## src/rtl/qspi_master.sv

```systemverilog
module qspi_master (
  input  logic        clk,
  input  logic        rst_n,
  input  logic        wr_en,
  input  logic        rd_en,
  input  logic [5:0]  addr,
  input  logic [15:0] wdata,
  output logic [15:0] rdata,
  output logic        sck,
  output logic        mosi,
  input  logic        miso,
  output logic [3:0]  pcs_n,
  input  logic        ss_n
);
  localparam logic [5:0] A_FMT = 6'h00, A_RUN = 6'h01, A_PTR = 6'h02,
                         A_PAU = 6'h03, A_STA = 6'h04;

  typedef enum logic [2:0] {S_IDLE, S_SETUP, S_SHIFT, S_PAUSE, S_DONE} st_t;
  st_t st;

  logic        cpol, cpha, en, pend, fin, mf, fin_arm, mf_arm;
  logic [3:0]  wsel, endp_a, newp_a, endp_h, newp_h, last, ptr, pcs_q;
  logic        wrap_a, wrap_h, ccont, cdly, sck_t;
  logic [7:0]  baud, dt, hcnt, dcnt;
  logic [15:0] shreg, rxsh;
  logic [4:0]  nb;
  logic [5:0]  ecnt;
  logic [15:0] rxm [16];
  logic [15:0] txm [16];
  logic [7:0]  cmdm [16];

  function automatic logic [4:0] width_of(input logic use_fmt, input logic [3:0] w);
    if (!use_fmt) return 5'd8;
    if (w == 4'd0) return 5'd16;
    if (w < 4'd8) return 5'd8;
    return {1'b0, w};
  endfunction

  wire [4:0] wf_next   = width_of(cmdm[ptr][6], wsel);
  wire       fault     = en && !ss_n;
  wire       stop_req  = wr_en && addr == A_RUN && !wdata[15];
  wire       start_req = wr_en && addr == A_RUN && wdata[15];
  wire       lead      = ~ecnt[0];
  wire       samp_edge = cpha ? ~lead : lead;
  wire       shft_edge = cpha ? (lead && ecnt != 6'd0) : ~lead;
  wire [5:0] last_edge = {nb, 1'b0} - 6'd1;
  wire       eng_done  = en && !fault && !stop_req && st == S_DONE;

  assign sck   = cpol ^ sck_t;
  assign mosi  = shreg[15];
  assign pcs_n = pcs_q;

  always_comb begin
    rdata = 16'h0000;
    case (addr[5:4])
      2'd0: case (addr)
        A_FMT: rdata = {cpol, cpha, wsel, 2'b00, baud};
        A_RUN: rdata = {en, 15'h0000};
        A_PTR: rdata = {wrap_a, 3'b000, endp_a, 4'h0, newp_a};
        A_PAU: rdata = {8'h00, dt};
        A_STA: rdata = {8'h00, fin, mf, 2'b00, last};
        default: rdata = 16'h0000;
      endcase
      2'd1: rdata = rxm[addr[3:0]];
      2'd2: rdata = txm[addr[3:0]];
      default: rdata = {8'h00, cmdm[addr[3:0]]};
    endcase
  end

  always_ff @(posedge clk) begin
    if (wr_en && addr[5:4] == 2'd2) txm[addr[3:0]] <= wdata;
    if (wr_en && addr[5:4] == 2'd3) cmdm[addr[3:0]] <= wdata[7:0];
    if (eng_done) rxm[ptr] <= rxsh;
  end

  always_ff @(posedge clk or negedge rst_n) begin
    if (!rst_n) begin
      st <= S_IDLE; cpol <= 1'b0; cpha <= 1'b0; wsel <= 4'd0; baud <= 8'd0;
      en <= 1'b0; pend <= 1'b0; fin <= 1'b0; mf <= 1'b0; fin_arm <= 1'b0; mf_arm <= 1'b0;
      wrap_a <= 1'b0; endp_a <= 4'd0; newp_a <= 4'd0;
      wrap_h <= 1'b0; endp_h <= 4'd0; newp_h <= 4'd0;
      dt <= 8'd0; last <= 4'd0; ptr <= 4'd0; pcs_q <= 4'hF;
      ccont <= 1'b0; cdly <= 1'b0; sck_t <= 1'b0; hcnt <= 8'd0; dcnt <= 8'd0;
      shreg <= 16'h0000; rxsh <= 16'h0000; nb <= 5'd8; ecnt <= 6'd0;
    end else begin
      if (rd_en && addr == A_STA) begin fin_arm <= fin; mf_arm <= mf; end
      if (wr_en && addr == A_STA) begin
        if (fin_arm && !wdata[7]) begin fin <= 1'b0; fin_arm <= 1'b0; end
        if (mf_arm && !wdata[6]) begin mf <= 1'b0; mf_arm <= 1'b0; end
      end
      if (wr_en && addr == A_FMT) begin
        {cpol, cpha, wsel} <= wdata[15:10];
        baud <= wdata[7:0];
      end
      if (wr_en && addr == A_PAU) dt <= wdata[7:0];

      if (fault || (en && stop_req)) begin
        if (fault) begin mf <= 1'b1; mf_arm <= 1'b0; end
        en <= 1'b0; st <= S_IDLE; pcs_q <= 4'hF; sck_t <= 1'b0;
        if (pend) begin
          {wrap_a, endp_a, newp_a} <= {wrap_h, endp_h, newp_h};
          pend <= 1'b0;
        end
      end else if (!en) begin
        if (start_req) begin
          en <= 1'b1; st <= S_SETUP;
          if (pend) begin
            {wrap_a, endp_a, newp_a} <= {wrap_h, endp_h, newp_h};
            ptr <= newp_h; pend <= 1'b0;
          end else ptr <= newp_a;
        end
      end else begin
        case (st)
          S_SETUP: begin
            pcs_q <= cmdm[ptr][3:0];
            ccont <= cmdm[ptr][7];
            cdly  <= cmdm[ptr][5];
            nb    <= wf_next;
            shreg <= txm[ptr] << (5'd16 - wf_next);
            rxsh  <= 16'h0000;
            ecnt  <= 6'd0; hcnt <= 8'd0; sck_t <= 1'b0;
            st    <= S_SHIFT;
          end
          S_SHIFT: if (baud != 8'd0) begin
            if (hcnt == baud - 8'd1) begin
              hcnt  <= 8'd0;
              sck_t <= ~sck_t;
              ecnt  <= ecnt + 6'd1;
              if (samp_edge) rxsh <= {rxsh[14:0], miso};
              if (shft_edge) shreg <= {shreg[14:0], 1'b0};
              if (ecnt == last_edge) begin
                st   <= S_PAUSE;
                dcnt <= cdly ? dt : 8'd0;
              end
            end else hcnt <= hcnt + 8'd1;
          end
          S_PAUSE: if (dcnt == 8'd0) st <= S_DONE; else dcnt <= dcnt - 8'd1;
          S_DONE: begin
            last <= ptr;
            if (!ccont) pcs_q <= 4'hF;
            if (pend) begin
              {wrap_a, endp_a, newp_a} <= {wrap_h, endp_h, newp_h};
              ptr <= newp_h; pend <= 1'b0; st <= S_SETUP;
            end else if (ptr == endp_a) begin
              if (wrap_a) begin
                ptr <= 4'd0; st <= S_SETUP;
              end else begin
                fin <= 1'b1; fin_arm <= 1'b0; en <= 1'b0;
                pcs_q <= 4'hF; st <= S_IDLE;
              end
            end else begin
              ptr <= ptr + 4'd1; st <= S_SETUP;
            end
          end
          default: st <= S_IDLE;
        endcase
      end

      if (wr_en && addr == A_PTR) begin
        if (en) begin
          {wrap_h, endp_h, newp_h} <= {wdata[15], wdata[11:8], wdata[3:0]};
          pend <= 1'b1;
        end else begin
          {wrap_a, endp_a, newp_a} <= {wdata[15], wdata[11:8], wdata[3:0]};
        end
      end
    end
  end

  AST_CS_IDLE_STOPPED: assert property (@(posedge clk) disable iff (!rst_n)
    !en |-> pcs_n == 4'hF);
  AST_SCK_IDLE_LEVEL: assert property (@(posedge clk) disable iff (!rst_n)
    st != S_SHIFT |-> sck == cpol);
  AST_FIN_STOPS: assert property (@(posedge clk) disable iff (!rst_n)
    $rose(fin) |-> !en);
  AST_FAULT_STOPS: assert property (@(posedge clk) disable iff (!rst_n)
    $rose(mf) |-> (!en && pcs_n == 4'hF));
  AST_PTR_HELD: assert property (@(posedge clk) disable iff (!rst_n)
    (en && st != S_DONE) |=> (!en || $stable({wrap_a, endp_a, newp_a})));
endmodule

```

## config.mk

```make
export PLATFORM = sky130hd
export DESIGN_NAME = qspi_master
export DESIGN_NICKNAME = d
export VERILOG_FILES = /design/src/rtl/qspi_master.sv
export SDC_FILE = /design/constraint.sdc
export NUM_CORES = 1
export LEC_CHECK = 0
export BUFFER_PORTS_ARGS = -buffer_cell sky130_fd_sc_hd__buf_2
export CAP_MARGIN = 20
export CORE_MARGIN = 2
export CORE_UTILIZATION = 35
export DETAILED_ROUTE_END_ITERATION = 16
export GPL_ROUTABILITY_DRIVEN = 0
export MAX_ROUTING_LAYER = met4
export PLACE_DENSITY_LB_ADDON = 0.08
export SYNTH_ARGS = -nofsm -noshare
export SYNTH_HDL_FRONTEND = slang
export SYNTH_SLANG_ARGS = --single-unit
```

## constraint.sdc

```tcl
create_clock -name clk -period 11.6 [get_ports clk]
set_input_delay 1.16 -clock clk [delete_from_list [all_inputs] [get_ports clk]]
set_output_delay 1.16 -clock clk [all_outputs]
set_load 0.005 [all_outputs]
```

==> Yosys cells after proc, flatten, opt, wreduce, memory -nomap -nowiden <==
Memories as Yosys holds them, arrays and structs flattened.
Index checks and enable logic that the tools add are counted.
{ "word_totals": {"register_bits": 123, "latch_bits": 0, "mem_bits_rw": 640, "mem_bits_ro": 0, "input_bits": 28, "out_inout_bits": 22, "elab_cells": 254, "memories": 3} }
{ "memory_table": {"columns": ["memory", "depth", "width", "read_ports", "rd_clocked_by_memory_dff", "wr", "line", "source"], "rows": [
  ["rxm", 16, 16, 1, 0, 1, "28", "logic [15:0] rxm [16];"],
  ["txm", 16, 16, 2, 0, 1, "29", "logic [15:0] txm [16];"],
  ["cmdm", 16, 8, 2, 0, 1, "30", "logic [7:0] cmdm [16];"]
]} }
{ "classes": {"addsub": 7, "multipliers": 0, "n_div": 0, "order_cmp": 1, "n_eq_ne": 28, "n_shift": 1, "mux": 130, "n_bitwise": 4, "n_reduce_logical": 50} }
{ "op_table": {"columns": ["operator", "n"], "rows": [
  ["2-to-1 mux 4 bit", 26],
  ["2-to-1 mux 16 bit", 6],
  ["one-hot mux 16 bit (5 select lines)", 1],
  ["2-to-1 mux 1 bit", 64],
  ["one-hot mux 16 bit (2 select lines)", 2],
  ["2-to-1 mux 8 bit", 7],
  ["one-hot mux 16 bit (3 select lines)", 1],
  ["one-hot mux 8 bit (2 select lines)", 2],
  ["2-to-1 mux 5 bit", 6],
  ["2-to-1 mux 3 bit", 9],
  ["!= test 4 bit (second input constant)", 5],
  ["logical AND 1 bit", 18],
  ["<< shifter 16 x 5 -> 16 bit", 1],
  ["subtractor 8 x 1 -> 8 bit (second input constant)", 2],
  ["== test 6 x 2 -> 1 bit (second input constant)", 2],
  ["2-to-1 mux 6 bit", 2],
  ["!= test 2 bit (second input constant)", 6],
  ["one-hot mux 3 bit (4 select lines)", 1],
  ["one-hot mux 6 bit (2 select lines)", 1],
  ["AND reduction 4 bit", 3],
  ["AND reduction 6 bit", 2],
  ["AND reduction 5 bit", 2],
  ["nonzero test 3 bit", 3],
  ["adder 8 x 1 -> 8 bit (second input constant)", 1],
  ["other kinds (33)", 48]
]} }

==> Longest topological paths before layout <==
Gate-level depths: netlist of the first run.
{ "depth": {"word_depth": 11, "ltp_mapped": 14, "mapped_depth_nobuf": 10} }

==> Least setup slack after synthesis of the first run <==
No wires, ideal clock.
{ "synth_path": {"path_kind": "input port to output port", "startpoint": "input addr[0]", "endpoint": "output rdata[0]", "arrival_ps": 3453, "required_ps": 10440, "setup_slack_ps": 6987, "cell_stages": 7, "n_path_buf": 3, "cell_sequence": "buf_2 > buf_2 > buf_1 > mux4_2 > mux4_2 > o21ai_0 > a31oi_1"} }
{ "synth_between": {"elab_chain_len": 3, "elab_cells_between_ends": 10, "classes_between": "eq/ne: 4; mux: 2; reduce/logical: 1; memory: 3"} }
{ "synth_lines": {"columns": ["item", "line", "source"], "rows": [
  ["start, declared", "6", "input logic [5:0] addr,"],
  ["== test 6 x 3 -> 1 bit (tied with other cells)", "56", "2'd0: case (addr)"],
  ["one-hot mux 16 bit (5 select lines)", "56", null],
  ["one-hot mux 16 bit (3 select lines) *", "55", "case (addr[5:4])"],
  ["end, declared", "8", "output logic [15:0] rdata,"]
]} }
Mark *: on every way between the ends. The rest lies on a longest branch, timed or not.

==> Final worst setup path of the first run <==
{ "layout_path": {"startpoint": "input addr[1]", "endpoint": "output rdata[0]"} }
The elaborated chain is that of the path after synthesis.

==> flow_summary.yaml, run 1 <==
power:
  p_comb_frac: 0.201
  swShare: 0.287
  p_sw_mw: 2.12
  p_leak_nw: 12.8
  ir_worst_vdd_mv: 0.0920
  pwr-share-seq: 0.438
  pwr-share-clk: 0.361
  intPower_mw: 5.27
  powerDensity_mw_per_mm2: 189
setup_path:
  timing.rr.end: "shreg[12]"
  crit_buf_inv: 3
  critPathRequiredTime_ns: 10.44
  worstPathCellList: "buf_6 -> buf_4 -> mux4_2 -> mux4_2 -> o21ai_0 -> a31oi_1 -> buf_2"
  end_kind: "primary output"
  arrival_ns: 4.75
  path_class: "in -> out"
  ff2ff_path_depth: 10
  reg2reg_from: "ptr[0]"
  cp_slowest_cell: "o21ai_0"
  cpMostUsedCell: "mux4_2"
  worst_setup_path_start_kind: "primary input"
  cp_max_fo: 89
  crit_start: "addr[1]"
  cp_top_family: "buffers and inverters"
  rrSetupSlack_ns: 6.53
  max_stage_delay_ns: 0.69
worst_hold_path:
  worstHoldStart: "shreg[6]"
  min_to: "shreg[6]"
  hp-class: "reg -> reg"
  hold_depth: 2
status:
  status: "finished clean"
logic_synthesis:
  syn_area_mm2: 0.0344
  ys_top_cells_by_area: "edfxtp_1, mux4_2, dfrtp_1, mux2_2, nand2_1"
  yosysTopAreaCell: "edfxtp_1"
  ys_seq_area_frac: 0.649
  synthCells: 1964
  synth_nets: 2004
  async_reset_ff_frac: 0.161
  ys.flop_type: "edfxtp_1"
  synth-seq-cells: 763
  ys_warn_count: 0
  synth-edff-count: 640
  ys_types: 76
  syn_area_per_cell_um2: 17.5
  synth_top_area_share: 0.559
die:
  die-area_mm2: 0.101
  die_w_um: 317
  initial_core_util: 0.355
  die_y_um: 317
  core-area_mm2: 0.0970
  row_count: 114
  io_pins: 50
timing:
  fin_setup_tns_ns: 0
  finalCritPeriodShare: 0.510
  finClkSkew_ns: 0.0190
  grt_setup_unrepaired: "false"
  setup_viol: 0
  post-route-min-period_ns: 5.91
  clock.fmax_ghz: 0.169
  hold_viol: 0
  drv_slew: 0
  relSlewSlack: 0.130
  worstMarginPinSlew_ns: 1.31
drt:
  ant_nets: 0
  met2_length_mm: 49.0
  wirelength_mm: 102
  routed.top_layer: "met4"
  drt-met1-wl_mm: 45.4
  drt_iter0_markers: 1864
  drc: 0
  first_pass_iters: 7
  num_vias: 19362
  wire_per_inst_um: 30.2
  vias_per_cell: 5.73
  met3_length_mm: 5.66
clock_network:
  ctsResizeCount: 0
  clock_latency_ns: 0.64
  root_buffer: "clkbuf_16"
  cts_hold_buf: 0
  cts.sinks: 763
  htreeDepth: 3
  cts_setup_buffers: 0
  cts_tree: "built"
  clk_pin_slew_ns: 0.06
  cts_buffers: 86
  clockBufferDepth: 3
grt:
  antenna_found_initial: 4
  grt_pass1_vias: 19829
  grt_max_degree: 91
  grt_pass1_wl_mm: 147
  track_usage: 0.209
  overflow: 0
final_layout:
  synthToLayoutAreaGrowth_pct: 14.0
  final_cell_mix: "edfxtp_1, mux4_2, nand2_1, dfrtp_1, nor2_1"
  final_common_cell: "edfxtp_1"
  drive_gt1_frac: 0.297
  fill_cells: 8715
  multi_input_area_mm2: 0.0116
  final_nets: 2076
  final_cell_area_mm2: 0.0392
  seq_area_mm2: 0.0223
place:
  dpl.hpwl_mm: 61.4
  place_area_mm2: 0.0364
  port-buffer-count: 49
flow_run:
  drv_cap: 0
==> worst max-delay path by stage <==
stage,endpoint,slack [ns],depth (start not counted)
floorplan,rdata[0],6.99,7
global placement,rdata[2],5.50,7
detailed placement,rdata[2],5.47,7
CTS,rdata[2],5.47,7
global route,rdata[0],5.60,7
finish,rdata[0],5.69,7
==> per-stage QoR <==
step	total power, mW	util	instances	hold WS, ns	setup slack [ns]
after global routing	7.71	0.404	3382	0.521	5.60
final	7.40	0.404	3382	0.493	5.69
after CTS	7.48	0.404	3379	0.493	5.47
after floorplan	4.26	-	1964	0.447	6.99
after detailed placement	4.80	0.376	3222	0.474	5.47
after global placement	4.79	0.374	3213	0.461	5.50
==> flip-flops by register name, summed over array words and instances (netlist names), 5 cells and up <==
register	count
rxm	256
nb	5
txm	256
dcnt	8
cmdm	128
rxsh	16
dt	8
baud	8
hcnt	8
ecnt	6
shreg	16
==> layer usage <==
metal	GRT usage	up-vias
li1	-	8190
met1	0.288	10434
met2	0.325	604
met3	0.0335	134
met4	0.0531	0
met5	-	-
==> synth_stat cells, types with 6 or more instances <==
library cell and n:
nor3_1 15, or2_2 6, o22ai_1 13, a22oi_1 48
inv_1 27, a21oi_1 47, o21ai_0 65, xor2_1 17
buf_2 21, a31oi_1 18, mux2i_1 29, xnor2_1 12
mux2_2 44, dfrtp_1 118, or3_1 6, a21o_1 8
a221oi_1 11, and3_1 12, clkbuf_1 79, nor2_1 113
nor4_1 9, nor2b_1 15, nand3_1 21, nand2_1 118
ha_1 12, nand2b_1 14, and2_1 13, mux4_2 299
buf_1 18, edfxtp_1 640
==> worst min-delay path: stages, from the launching register on <==
cell	delay (ns)
dfrtp_1	0.34
nor2_1	0.05
nor2_1	0.07
==> logic make-up (layout without fill, tap and decap cells) <==
kind of cell | count (synthesis) | after routing | synth area share
fa+ha+maj | 12 | 12 | 0.00437
other cells | 0 | 1 | 0
buf+inv | 154 | 295 | 0.0189
mux | 372 | 372 | 0.219
simple gates | 368 | 368 | 0.0504
xor+xnor | 29 | 29 | 0.00739
flops | 763 | 763 | 0.649
compound gates | 266 | 266 | 0.0518
==> final cells by class <==
| cell class | instances | share of cell area |
|---|---|---|
| clock inverter | 51 | 0.0114 |
| timing repair buffer | 110 | 0.0212 |
| inverter | 28 | 0.00268 |
| tap | 1276 | 0.0407 |
| sequential | 763 | 0.569 |
| clock buffer | 106 | 0.0587 |
| antenna | 1 | 0.0000638 |
| multi-input combinational | 1047 | 0.296 |
==> power by group through the flow <==
stage                     registers, mW  logic (mW)  clock network (mW)
after floorplan                    3.17        1.09                   0
after global placement             3.29        1.50                   0
after detailed placement           3.30        1.50                   0
after CTS                          3.24        1.51                2.74
after global routing               3.25        1.60                2.85
final                              3.24        1.49                2.67
No activity file was read; power rests on OpenSTA's default activity.
==> inputs of run 2 (changes only) <==
- clock period: 11.6 -> 5.35 ns (I/O delays scaled with it)
==> run 2 against run 1 <==
Clock skew rose by 0.0056 ns. Register-to-register slack got worse by 5.6 ns. Power rose by 120%. Core utilization barely moved. Count of clock-buffer cells in the layout rose by 7. Via count fell by 0.18%. Routed wire length fell by 0.22%. Global-route usage barely moved. Sequential power rose by 120%. Final area barely moved. Clock power rose by 120%. Sequential cell count did not move. Largest cell class unchanged. Largest power group unchanged. Highest routed layer unchanged.
==> flow_summary.yaml, run 2 (synthesis results as in run 1) <==
final_layout:
  multi_input_area_mm2: 0.0116
  utilization: 0.404
  seq_area_mm2: 0.0223
  final_cell_mix: "edfxtp_1, mux4_2, nand2_1, dfrtp_1, nor2_1"
  drive_gt1_frac: 0.298
  layout.cells.non_filler: 3387
  final_nets: 2079
  final_common_cell: "edfxtp_1"
  synthToLayoutAreaGrowth_pct: 14.0
  fill_cells: 8746
drt:
  wirelength_mm: 102
  num_vias: 19327
  drc: 0
  ant_nets: 0
  wire_per_inst_um: 30.1
  first_pass_iters: 7
  drt_iter0_markers: 1924
  vias_per_cell: 5.71
timing:
  finalCritPeriodShare: 0.828
  drv_slew: 0
  setup_viol: 0
  hold_ws_ns: 0.152
  post-route-min-period_ns: 4.43
  clock.fmax_ghz: 0.226
  fin_setup_tns_ns: 0
  hold_viol: 0
  finClkSkew_ns: 0.0245
  setup_ws_ns: 0.922
  relSlewSlack: 0.253
  worstMarginPinSlew_ns: 1.09
  grt_setup_unrepaired: "false"
grt:
  grt_pass1_wl_mm: 147
  overflow: 0
  antenna_found_initial: 4
  grt_pass1_vias: 20095
  grt_max_degree: 81
  track_usage: 0.209
clock_network:
  cts.sinks: 763
  cts_buffers: 89
  htreeDepth: 3
  cts_tree: "built"
  clk_pin_slew_ns: 0.06
  clockBufferDepth: 3
  clock_latency_ns: 0.65
  cts_setup_buffers: 0
  root_buffer: "clkbuf_16"
setup_path:
  rrSetupSlack_ns: 0.92
  critPathRequiredTime_ns: 5.87
  cp_slowest_cell: "nand3_1"
  end_kind: "flip-flop"
  cp.depth: 10
  path_class: "reg -> reg"
  worst_setup_path_start_kind: "flip-flop"
  ff2ff_path_depth: 10
  crit_buf_inv: 1
  arrival_ns: 4.95
  cp_max_fo: 17
  worstPathCellList: "inv_1 -> ha_1 -> nor3b_1 -> nand2_1 -> o32a_1 -> a211oi_2 -> nand2b_1 -> nand3_1 -> a221oi_1 -> nor2_1"
  cp_top_family: "simple AND/OR/NAND/NOR gates"
  max_stage_delay_ns: 0.68
status:
  status: "finished clean"
worst_hold_path:
  hold_depth: 3
  hp-class: "in -> reg"
die:
  die_w_um: 317
  die_y_um: 317
  io_pins: 50
  initial_core_util: 0.355
  core-area_mm2: 0.0970
  row_count: 114
  die-area_mm2: 0.101
power:
  powerDensity_mw_per_mm2: 410
  p_leak_nw: 13.0
  ir_worst_vdd_mv: 0.210
place:
  place_ws_ns: 1.02
  dp.cells: 3221
  port-buffer-count: 49
  dpl.hpwl_mm: 62.8
flow_run:
  drv_cap: 0
run 2: through the flow:
stage / instance area [µm²] / power, mW
after global routing: 39200 / 16.7
after floorplan: 34400 / 9.23
after CTS: 39200 / 16.3
after detailed placement: 36400 / 10.4
final: 39200 / 16.1
after global placement: 36400 / 10.4
run 2: final cells by class:
| cell class | instances | area share |
|---|---|---|
| well taps | 1276 | 0.0407 |
| repair buffers | 110 | 0.0202 |
| clock buffers | 113 | 0.0618 |
| flip-flops and latches | 763 | 0.569 |
| inverters | 28 | 0.00268 |
| clock inverters | 47 | 0.00907 |
| multi-input cells | 1047 | 0.296 |
| diodes | 3 | 0.000192 |
run 2: worst paths after layout:
path / endpoint / start
max in group asynchronous: endp_h[1] / rst_n
hold reg to reg: last[0] / last[0]
hold / removal: rxsh[0] / miso
setup / recovery: shreg[7] / baud[0]
setup reg to reg: shreg[7] / baud[0]
min in group asynchronous: dcnt[0] / rst_n
run 2: layer usage:
metal / part of all wire / up-vias / routed length [µm] / global-route usage
li1: - / 8199 / - / -
met1: 0.45 / 10440 / 46200 / 0.289
met2: 0.47 / 548 / 47500 / 0.318
met3: 0.052 / 140 / 5260 / 0.0320
met4: 0.030 / 0 / 3070 / 0.0695
met5: 0 / - / 0 / -
run 2: timing repair:
item / CTS / global route
hold buffers: 1 / 0
endpoints found under the hold margin: 75 / 0
setup endpoints to repair: 0 / 0
resized for setup: 0 / 0
run 2: tightest hold or removal path, cell delays in order:
cell and delay (ns):
buf_2 0.11, nand2_1 0.04, o21ai_0 0.06
run 2: report_power, final:
| part | internal, mW | total, mW | switching [mW] |
|---|---|---|---|
| Combinational | 1.43 | 3.27 | 1.83 |
| Clock | 3.42 | 5.82 | 2.40 |
| Sequential | 6.64 | 6.98 | 0.347 |
| Total | 11.5 | 16.1 | 4.58 |
